## src/rtl/xlat_pkg.sv

```systemverilog
// Shared geometry and entry types for the address translator.
// Assumes the page offset width is smaller than both address widths.
package xlat_pkg;
    localparam int VA_W   = 14;
    localparam int PA_W   = 10;
    localparam int OFF_W  = 8;
    localparam int TLB_N  = 4;
    localparam int VPN_W  = VA_W - OFF_W;
    localparam int PFN_W  = PA_W - OFF_W;
    localparam int PT_N   = 1 << VPN_W;
    localparam int IDX_W  = $clog2(TLB_N);
    localparam int RANK_W = IDX_W;

    typedef struct packed {
        logic             valid;
        logic             dirty;
        logic [VPN_W-1:0] tag;
        logic [PFN_W-1:0] pfn;
    } tlb_entry_t;

    typedef struct packed {
        logic             valid;
        logic             dirty;
        logic [PFN_W-1:0] pfn;
    } pte_t;
endpackage

```

## src/rtl/xlat_page_table.sv

```systemverilog
// Register-array page table, one entry per virtual page.
// Host loads have priority over eviction write-backs in the same cycle.
// Assumes the host does not invalidate a page while it is held in the buffer.
module xlat_page_table
    import xlat_pkg::*;
(
    input  logic             clk,
    input  logic             rst_n,
    input  logic             ld_en,
    input  logic [VPN_W-1:0] ld_vpn,
    input  logic             ld_valid,
    input  logic [PFN_W-1:0] ld_pfn,
    input  logic             wb_en,
    input  logic [VPN_W-1:0] wb_vpn,
    input  logic [VPN_W-1:0] walk_vpn,
    output logic             walk_valid,
    output logic [PFN_W-1:0] walk_pfn,
    input  logic [VPN_W-1:0] rd_vpn,
    output logic             rd_valid,
    output logic [PFN_W-1:0] rd_pfn,
    output logic             rd_dirty
);
    pte_t tab [PT_N];

    // Table update: clear on reset, host load, or dirty write-back.
    always_ff @(posedge clk) begin
        if (!rst_n) begin
            for (int i = 0; i < PT_N; i++) tab[i] <= '0;
        end else if (ld_en) begin
            tab[ld_vpn] <= '{valid: ld_valid, dirty: 1'b0, pfn: ld_pfn};
        end else if (wb_en) begin
            tab[wb_vpn].dirty <= 1'b1;
        end
    end

    // Combinational read ports for the walker and the inspector.
    always_comb begin
        walk_valid = tab[walk_vpn].valid;
        walk_pfn   = tab[walk_vpn].pfn;
        rd_valid   = tab[rd_vpn].valid;
        rd_pfn     = tab[rd_vpn].pfn;
        rd_dirty   = tab[rd_vpn].dirty;
    end

    // a write-back only ever targets a page that is mapped.
    a_r7_wb_mapped_page: assert property (@(posedge clk) disable iff (!rst_n)
        (wb_en && !ld_en) |-> tab[wb_vpn].valid);
endmodule

```

## src/rtl/xlat_tlb.sv

```systemverilog
// Fully associative translation buffer with recency ranks.
// Rank 0 = most recent, TLB_N-1 = least recent, which is the victim.
// Assumes touch_en and fill_en are never both high in one cycle.
module xlat_tlb
    import xlat_pkg::*;
(
    input  logic             clk,
    input  logic             rst_n,
    input  logic [VPN_W-1:0] look_vpn,
    output logic             hit,
    output logic [PFN_W-1:0] hit_pfn,
    output logic             vict_valid,
    output logic             vict_dirty,
    output logic [VPN_W-1:0] vict_tag,
    input  logic             touch_en,
    input  logic             touch_wr,
    input  logic             fill_en,
    input  logic [VPN_W-1:0] fill_tag,
    input  logic [PFN_W-1:0] fill_pfn,
    input  logic             fill_dirty
);
    tlb_entry_t        ent  [TLB_N];
    logic [RANK_W-1:0] rank [TLB_N];
    logic [TLB_N-1:0]  match;
    logic [TLB_N-1:0]  vld_vec;
    logic [TLB_N-1:0]  vict_oh;
    logic [TLB_N-1:0]  rank_seen;
    logic [IDX_W-1:0]  hit_idx;
    logic [IDX_W-1:0]  vict_idx;
    logic [IDX_W-1:0]  use_idx;

    // Parallel tag comparators, one per entry.
    for (genvar g = 0; g < TLB_N; g++) begin : g_cmp
        assign match[g]   = ent[g].valid && (ent[g].tag == look_vpn);
        assign vld_vec[g] = ent[g].valid;
        assign vict_oh[g] = (rank[g] == RANK_W'(TLB_N - 1));
    end

    // Encode the hit index and the victim index.
    always_comb begin
        hit_idx  = '0;
        vict_idx = '0;
        for (int i = 0; i < TLB_N; i++) begin
            if (match[i])   hit_idx  = IDX_W'(i);
            if (vict_oh[i]) vict_idx = IDX_W'(i);
        end
        hit        = |match;
        hit_pfn    = ent[hit_idx].pfn;
        vict_valid = ent[vict_idx].valid;
        vict_dirty = ent[vict_idx].dirty;
        vict_tag   = ent[vict_idx].tag;
        use_idx    = fill_en ? vict_idx : hit_idx;
    end

    // Rank occupancy, used by the permutation check.
    always_comb begin
        rank_seen = '0;
        for (int i = 0; i < TLB_N; i++) rank_seen[rank[i]] = 1'b1;
    end

    // Entry contents: fill the victim or mark the hit entry as written.
    always_ff @(posedge clk) begin
        if (!rst_n) begin
            for (int i = 0; i < TLB_N; i++) ent[i] <= '0;
        end else if (fill_en) begin
            ent[vict_idx] <= '{valid: 1'b1, dirty: fill_dirty, tag: fill_tag, pfn: fill_pfn};
        end else if (touch_en && touch_wr) begin
            ent[hit_idx].dirty <= 1'b1;
        end
    end

    // Recency update: the used entry moves to rank 0, more recent ones age by one.
    always_ff @(posedge clk) begin
        if (!rst_n) begin
            for (int i = 0; i < TLB_N; i++) rank[i] <= RANK_W'(i);
        end else if (fill_en || touch_en) begin
            for (int i = 0; i < TLB_N; i++) begin
                if (IDX_W'(i) == use_idx)         rank[i] <= '0;
                else if (rank[i] < rank[use_idx]) rank[i] <= rank[i] + 1'b1;
            end
        end
    end

    // ranks stay a permutation.
    a_r10_rank_perm: assert property (@(posedge clk) disable iff (!rst_n)
        $countones(rank_seen) == TLB_N);
    // at most one entry matches a page number.
    a_r3_single_match: assert property (@(posedge clk) disable iff (!rst_n)
        $onehot0(match));
    // the filled slot is valid afterwards.
    a_r6_fill_installs: assert property (@(posedge clk) disable iff (!rst_n)
        fill_en |=> ((vld_vec & $past(vict_oh)) != '0));
    // invalid slots are consumed before a valid one is evicted.
    a_r6_invalid_first: assert property (@(posedge clk) disable iff (!rst_n)
        (fill_en && vict_valid) |-> (&vld_vec));
endmodule

```

## src/rtl/xlat_unit.sv

```systemverilog
// Translation unit top: buffer lookup, one-cycle table walk, fault flag.
// Hits answer one cycle after acceptance, misses and faults after two.
// Assumes the host table port is not used while requests are in flight.
module xlat_unit
    import xlat_pkg::*;
(
    input  logic             clk,
    input  logic             rst_n,
    input  logic             req_valid,
    output logic             req_ready,
    input  logic [VA_W-1:0]  req_vaddr,
    input  logic             req_write,
    output logic             rsp_valid,
    output logic [PA_W-1:0]  rsp_paddr,
    output logic             rsp_fault,
    output logic             rsp_hit,
    input  logic             pt_ld_en,
    input  logic [VPN_W-1:0] pt_ld_vpn,
    input  logic             pt_ld_valid,
    input  logic [PFN_W-1:0] pt_ld_pfn,
    input  logic [VPN_W-1:0] pt_rd_vpn,
    output logic             pt_rd_valid,
    output logic [PFN_W-1:0] pt_rd_pfn,
    output logic             pt_rd_dirty
);
    typedef enum logic {ST_IDLE, ST_WALK} state_t;

    state_t           state;
    logic [VPN_W-1:0] lat_vpn;
    logic [OFF_W-1:0] lat_off;
    logic             lat_wr;
    logic             accept;
    logic             tlb_hit;
    logic [PFN_W-1:0] tlb_pfn;
    logic             v_valid, v_dirty;
    logic [VPN_W-1:0] v_tag;
    logic             touch_en, fill_en, wb_en;
    logic             walk_valid;
    logic [PFN_W-1:0] walk_pfn;

    // Handshake and buffer control decode.
    always_comb begin
        req_ready = (state == ST_IDLE);
        accept    = req_valid && req_ready;
        touch_en  = accept && tlb_hit;
        fill_en   = (state == ST_WALK) && walk_valid;
        wb_en     = fill_en && v_valid && v_dirty;
    end

    xlat_tlb u_tlb (
        .clk        (clk),
        .rst_n      (rst_n),
        .look_vpn   (req_vaddr[VA_W-1:OFF_W]),
        .hit        (tlb_hit),
        .hit_pfn    (tlb_pfn),
        .vict_valid (v_valid),
        .vict_dirty (v_dirty),
        .vict_tag   (v_tag),
        .touch_en   (touch_en),
        .touch_wr   (req_write),
        .fill_en    (fill_en),
        .fill_tag   (lat_vpn),
        .fill_pfn   (walk_pfn),
        .fill_dirty (lat_wr)
    );

    xlat_page_table u_pt (
        .clk        (clk),
        .rst_n      (rst_n),
        .ld_en      (pt_ld_en),
        .ld_vpn     (pt_ld_vpn),
        .ld_valid   (pt_ld_valid),
        .ld_pfn     (pt_ld_pfn),
        .wb_en      (wb_en),
        .wb_vpn     (v_tag),
        .walk_vpn   (lat_vpn),
        .walk_valid (walk_valid),
        .walk_pfn   (walk_pfn),
        .rd_vpn     (pt_rd_vpn),
        .rd_valid   (pt_rd_valid),
        .rd_pfn     (pt_rd_pfn),
        .rd_dirty   (pt_rd_dirty)
    );

    // Control state, request latch and registered response.
    always_ff @(posedge clk) begin
        if (!rst_n) begin
            state     <= ST_IDLE;
            lat_vpn   <= '0;
            lat_off   <= '0;
            lat_wr    <= 1'b0;
            rsp_valid <= 1'b0;
            rsp_paddr <= '0;
            rsp_fault <= 1'b0;
            rsp_hit   <= 1'b0;
        end else begin
            rsp_valid <= 1'b0;
            case (state)
                ST_IDLE: if (accept) begin
                    lat_vpn <= req_vaddr[VA_W-1:OFF_W];
                    lat_off <= req_vaddr[OFF_W-1:0];
                    lat_wr  <= req_write;
                    if (tlb_hit) begin
                        rsp_valid <= 1'b1;
                        rsp_hit   <= 1'b1;
                        rsp_fault <= 1'b0;
                        rsp_paddr <= {tlb_pfn, req_vaddr[OFF_W-1:0]};
                    end else begin
                        state <= ST_WALK;
                    end
                end
                ST_WALK: begin
                    rsp_valid <= 1'b1;
                    rsp_hit   <= 1'b0;
                    rsp_fault <= !walk_valid;
                    rsp_paddr <= walk_valid ? {walk_pfn, lat_off} : '0;
                    state     <= ST_IDLE;
                end
                default: state <= ST_IDLE;
            endcase
        end
    end

    // responses are single-cycle pulses.
    a_r9_rsp_pulse: assert property (@(posedge clk) disable iff (!rst_n)
        rsp_valid |=> !rsp_valid);
    // a hit is answered on the next cycle.
    a_r3_hit_latency: assert property (@(posedge clk) disable iff (!rst_n)
        (accept && tlb_hit) |=> (rsp_valid && rsp_hit));
    // a miss blocks for one walk cycle, then answers.
    a_r4_miss_latency: assert property (@(posedge clk) disable iff (!rst_n)
        (accept && !tlb_hit) |=> (!rsp_valid && !req_ready) ##1 (rsp_valid && !rsp_hit));
    // a fault never carries an address.
    a_r5_fault_no_addr: assert property (@(posedge clk) disable iff (!rst_n)
        rsp_fault |-> (rsp_paddr == '0));
endmodule

```

## config.mk

```make
export PLATFORM = sky130hd
export DESIGN_NAME = xlat_unit
export DESIGN_NICKNAME = d
export VERILOG_FILES = /design/src/rtl/xlat_pkg.sv /design/src/rtl/xlat_page_table.sv /design/src/rtl/xlat_tlb.sv /design/src/rtl/xlat_unit.sv
export SDC_FILE = /design/constraint.sdc
export NUM_CORES = 1
export LEC_CHECK = 0
export BUFFER_PORTS_ARGS = -buffer_cell sky130_fd_sc_hd__buf_2
export CELL_PAD_IN_SITES_DETAIL_PLACEMENT = 2
export CELL_PAD_IN_SITES_GLOBAL_PLACEMENT = 2
export CORE_ASPECT_RATIO = 2
export CORE_UTILIZATION = 25
export CTS_BUF_LIST = sky130_fd_sc_hd__clkbuf_16
export CTS_CLUSTER_SIZE = 12
export DETAILED_ROUTE_END_ITERATION = 7
export GPL_TIMING_DRIVEN = 0
export PLACE_DENSITY_LB_ADDON = 0.1
export SETUP_SLACK_MARGIN = 0.2
export SYNTH_ARGS = -nofsm -noshare
export SYNTH_HDL_FRONTEND = slang
export SYNTH_SLANG_ARGS = --single-unit
```

## constraint.sdc

```tcl
create_clock -name clk -period 4.1 [get_ports clk]
set_input_delay 0.41 -clock clk [delete_from_list [all_inputs] [get_ports clk]]
set_output_delay 0.41 -clock clk [all_outputs]
set_load 0.1 [all_outputs]
```

==> flow_metrics.py <==
metrics = {
    "clock_network": {
        "cts_inserted_buffers": 38,
        "cts_tree": "done",
        "cts_sinks": 339,
        "root_buffer": "clkbuf_16",
        "clk_pin_slew_ns": 0.06,
        "htreeDepth": 2,
        "worstSkewPairLatency_ns": 0.59,
        "clockBufferDepth": 3,
    },
    "setup_path": {
        "end_kind": "flip-flop",
        "crit_type": "flip-flop to flip-flop",
        "crit_fanout": 10,
        "cp.required_ns": 4.34,
        "startpoint_type": "flip-flop",
        "endpoint": "u_pt.tab[5][0]",
        "worst_r2r_endpoint": "u_pt.tab[5][0]",
        "r2r_cells": 14,
        "arrival_ns": 4.08,
        "r2r_slack_ns": 0.26,
    },
    "layout": {
        "drive_above_1_share": 0.309,
        "final_util": 0.309,
        "nets": 1595,
        "fillCellCount": 7461,
        "diodes": 0,
        "syn_to_final_growth_pct": 22.2,
        "design_area_um2": 21900,
        "layout.cells.non_filler": 2494,
    },
    "synth": {
        "async_flop_share": 0,
        "yosysMostFrequentCell": "nor2_1",
        "ys_types": 68,
        "synth_edf_count": 304,
        "syn_area_um2": 17900,
        "synth_area_leaders": "edfxtp_1, mux4_2, nor2_1",
        "ys.flop_type": "edfxtp_1",
        "synthCells": 1438,
        "yosys.area.top_type": "edfxtp_1",
        "synth-seq-area-share": 0.549,
        "synth_nets": 1475,
        "yosysWarnings": 0,
        "ys_ff_latch": 339,
        "netlist_top_cells_count": "nor2_1, edfxtp_1, mux4_2",
        "yosysTopAreaCellShare": 0.510,
        "synth_area_per_cell_um2": 12.4,
    },
    "routing": {
        "antenna_left": 0,
        "dr.first_iter.drc_count": 619,
        "vias": 13200,
        "dr.pass1.iters": 6,
        "vias_per_cell": 5.28,
        "wl_per_cell_um": 33.9,
        "wl_mm": 84.5,
        "drc": 0,
    },
    "sta": {
        "final.setup_skew_ns": 0.0347,
        "fin_ws_ns": 0.256,
        "fmax_mhz": 260,
        "grt_setup_unrepaired": "yes",
        "finalHoldViolCount": 0,
        "period_needed_ns": 3.84,
        "setup_viol": 0,
        "drv_slew": 0,
        "maxSlewHeadroom": 0.0733,
        "worst_slew_pin_slew_ns": 1.39,
        "final.period_utilization": 0.938,
    },
    "place": {
        "dpl_worst_slack_ns": -1.91,
        "dpl-instance-area_um2": 19300,
        "gp_congestion": 0.853,
        "dpl.cell_count": 2390,
        "portBuffers": 39,
        "dp_hpwl_mm": 64.0,
    },
    "floorplanning": {
        "dieHeight_um": 380,
        "rows": 138,
        "io_pins": 52,
        "die_w_um": 191,
        "die_area_um2": 72700,
        "core_um2": 70800,
        "initial_core_util": 0.253,
    },
    "global_routing": {
        "grt-ovfl-total": 0,
        "grt_max_degree": 14,
        "grt_pass1_vias": 15000,
        "antenna_found_initial": 3,
        "grt_pass1_wl_mm": 117,
        "grt_use_total": 0.236,
    },
    "status": {
        "status": "complete, no violations",
    },
    "power": {
        "ir_worst_vdd_v": 0.000266,
        "power_w": 0.00852,
        "cellPowerDensity_nw_per_um2": 389,
        "p_leak_nw": 7.06,
    },
    "flow_run": {
        "cap_viol_max_count": 0,
    },
    "worst_hold_path": {
        "hold_class": "primary input to flip-flop",
    },
}
-- how the worst min path moves through the flow --
stage	from	end	depth (start not counted)
floorplan	lat_off[0]	lat_off[0]	2
global placement	rsp_paddr[9]	rsp_paddr[9]	2
detailed placement	lat_off[6]	lat_off[6]	2
CTS	req_vaddr[5]	lat_off[5]	3
global route	req_vaddr[0]	lat_off[0]	3
finish	req_vaddr[0]	lat_off[0]	3
-- per-layer routing --
layer / track usage / up-vias / share of wire
met5: 0 / - / 0.00054
met4: 0.128 / 6 / 0.064
met3: 0.0249 / 171 / 0.028
met2: 0.477 / 316 / 0.58
met1: 0.223 / 7018 / 0.33
li1: - / 5661 / -
-- power by group --
part / internal, W / switching, W
combinational: 0.000443 / 0.000867
clock: 0.00168 / 0.00154
sequential: 0.00390 / 0.0000829
-- stage by stage --
| step | hold slack [ns] | setup TNS, ns |
|---|---|---|
| after floorplan | 0.436 | 0 |
| after global placement | 0.439 | -476.88 |
| after detailed placement | 0.458 | -453.72 |
| after CTS | 0.0646 | 0 |
| after global routing | 0.0995 | 0 |
| final | 0.0917 | 0 |
-- kinds of logic (layout without fill, tap and decap cells) --
family          count (synthesis)  count (layout)  share of synthesized area
simple gates                  519             519                      0.124
xor+xnor                       24              24                     0.0117
mux                           164             164                      0.190
flops                         339             339                      0.549
buf+inv                       139             285                     0.0370
fa+ha+maj                       5               5                    0.00322
compound gates                248             248                     0.0848
-- sequential cells by signal, summed over array words and instances (netlist names), named ones only --
signal,cells
rsp_fault,1
rsp_valid,1
lat_wr,1
lat_off,8
lat_vpn,6
u_tlb.rank,8
u_pt.tab,256
rsp_paddr,10
state,1
u_tlb.ent,40
rsp_hit,1
-- critical path, stage by stage, from the launching register on --
cell	delay [ns]
dfxtp_1	0.33
buf_6	0.13
buf_12	0.14
buf_16	0.17
mux4_2	0.56
mux2i_4	0.24
nand2_2	0.13
nand4_4	0.17
a21oi_4	0.08
buf_6	0.16
buf_6	0.19
nor3_4	0.30
nand3_4	0.24
buf_8	0.30
o21ai_1	0.32
-- cell type report --
| type | count | area, um^2 | area share |
|---|---|---|---|
| Inverter | 17 | 63.8 | 0.00292 |
| Buffer | 121 | 863 | 0.0395 |
| Multi-Input combinational cell | 960 | 8290 | 0.379 |
| Timing Repair Buffer | 81 | 608 | 0.0278 |
| Clock buffer | 38 | 951 | 0.0435 |
| Tap cell | 910 | 1140 | 0.0520 |
| Clock inverter | 28 | 135 | 0.00618 |
| Sequential cell | 339 | 9830 | 0.449 |
-- cell usage in the layout, fill, tap and decap left out, types with 7 or more instances in the layout --
| cell | count |
|---|---|
| o21ai_1 | 27 |
| dfxtp_1 | 35 |
| o21ai_4 | 12 |
| edfxtp_1 | 304 |
| clkinv_1 | 10 |
| o21ai_0 | 53 |
| buf_6 | 11 |
| buf_12 | 7 |
| buf_4 | 46 |
| nand3_4 | 13 |
| clkbuf_1 | 38 |
| a21oi_1 | 30 |
| nand4_1 | 13 |
| nor2_1 | 308 |
| o21ai_2 | 57 |
| a221oi_1 | 9 |
| clkbuf_16 | 41 |
| xnor2_1 | 16 |
| mux4_2 | 140 |
| mux2i_1 | 16 |
| nor2b_1 | 10 |
| nand2_2 | 7 |
| clkdlybuf4s15_2 | 7 |
| xor2_1 | 8 |
| clkbuf_2 | 17 |
| nand2_1 | 106 |
| inv_1 | 28 |
| buf_2 | 54 |
| nor3_1 | 14 |
-- what timing repair did --
action,CTS,global route
endpoints found under the setup margin,608,266
setup buffers,23,13
gates cloned,2,1
hold buffers,0,0
hold endpoints to repair,0,0
resized for setup,311,46
pin swaps,3,2
(Power assumes the default switching activity.)
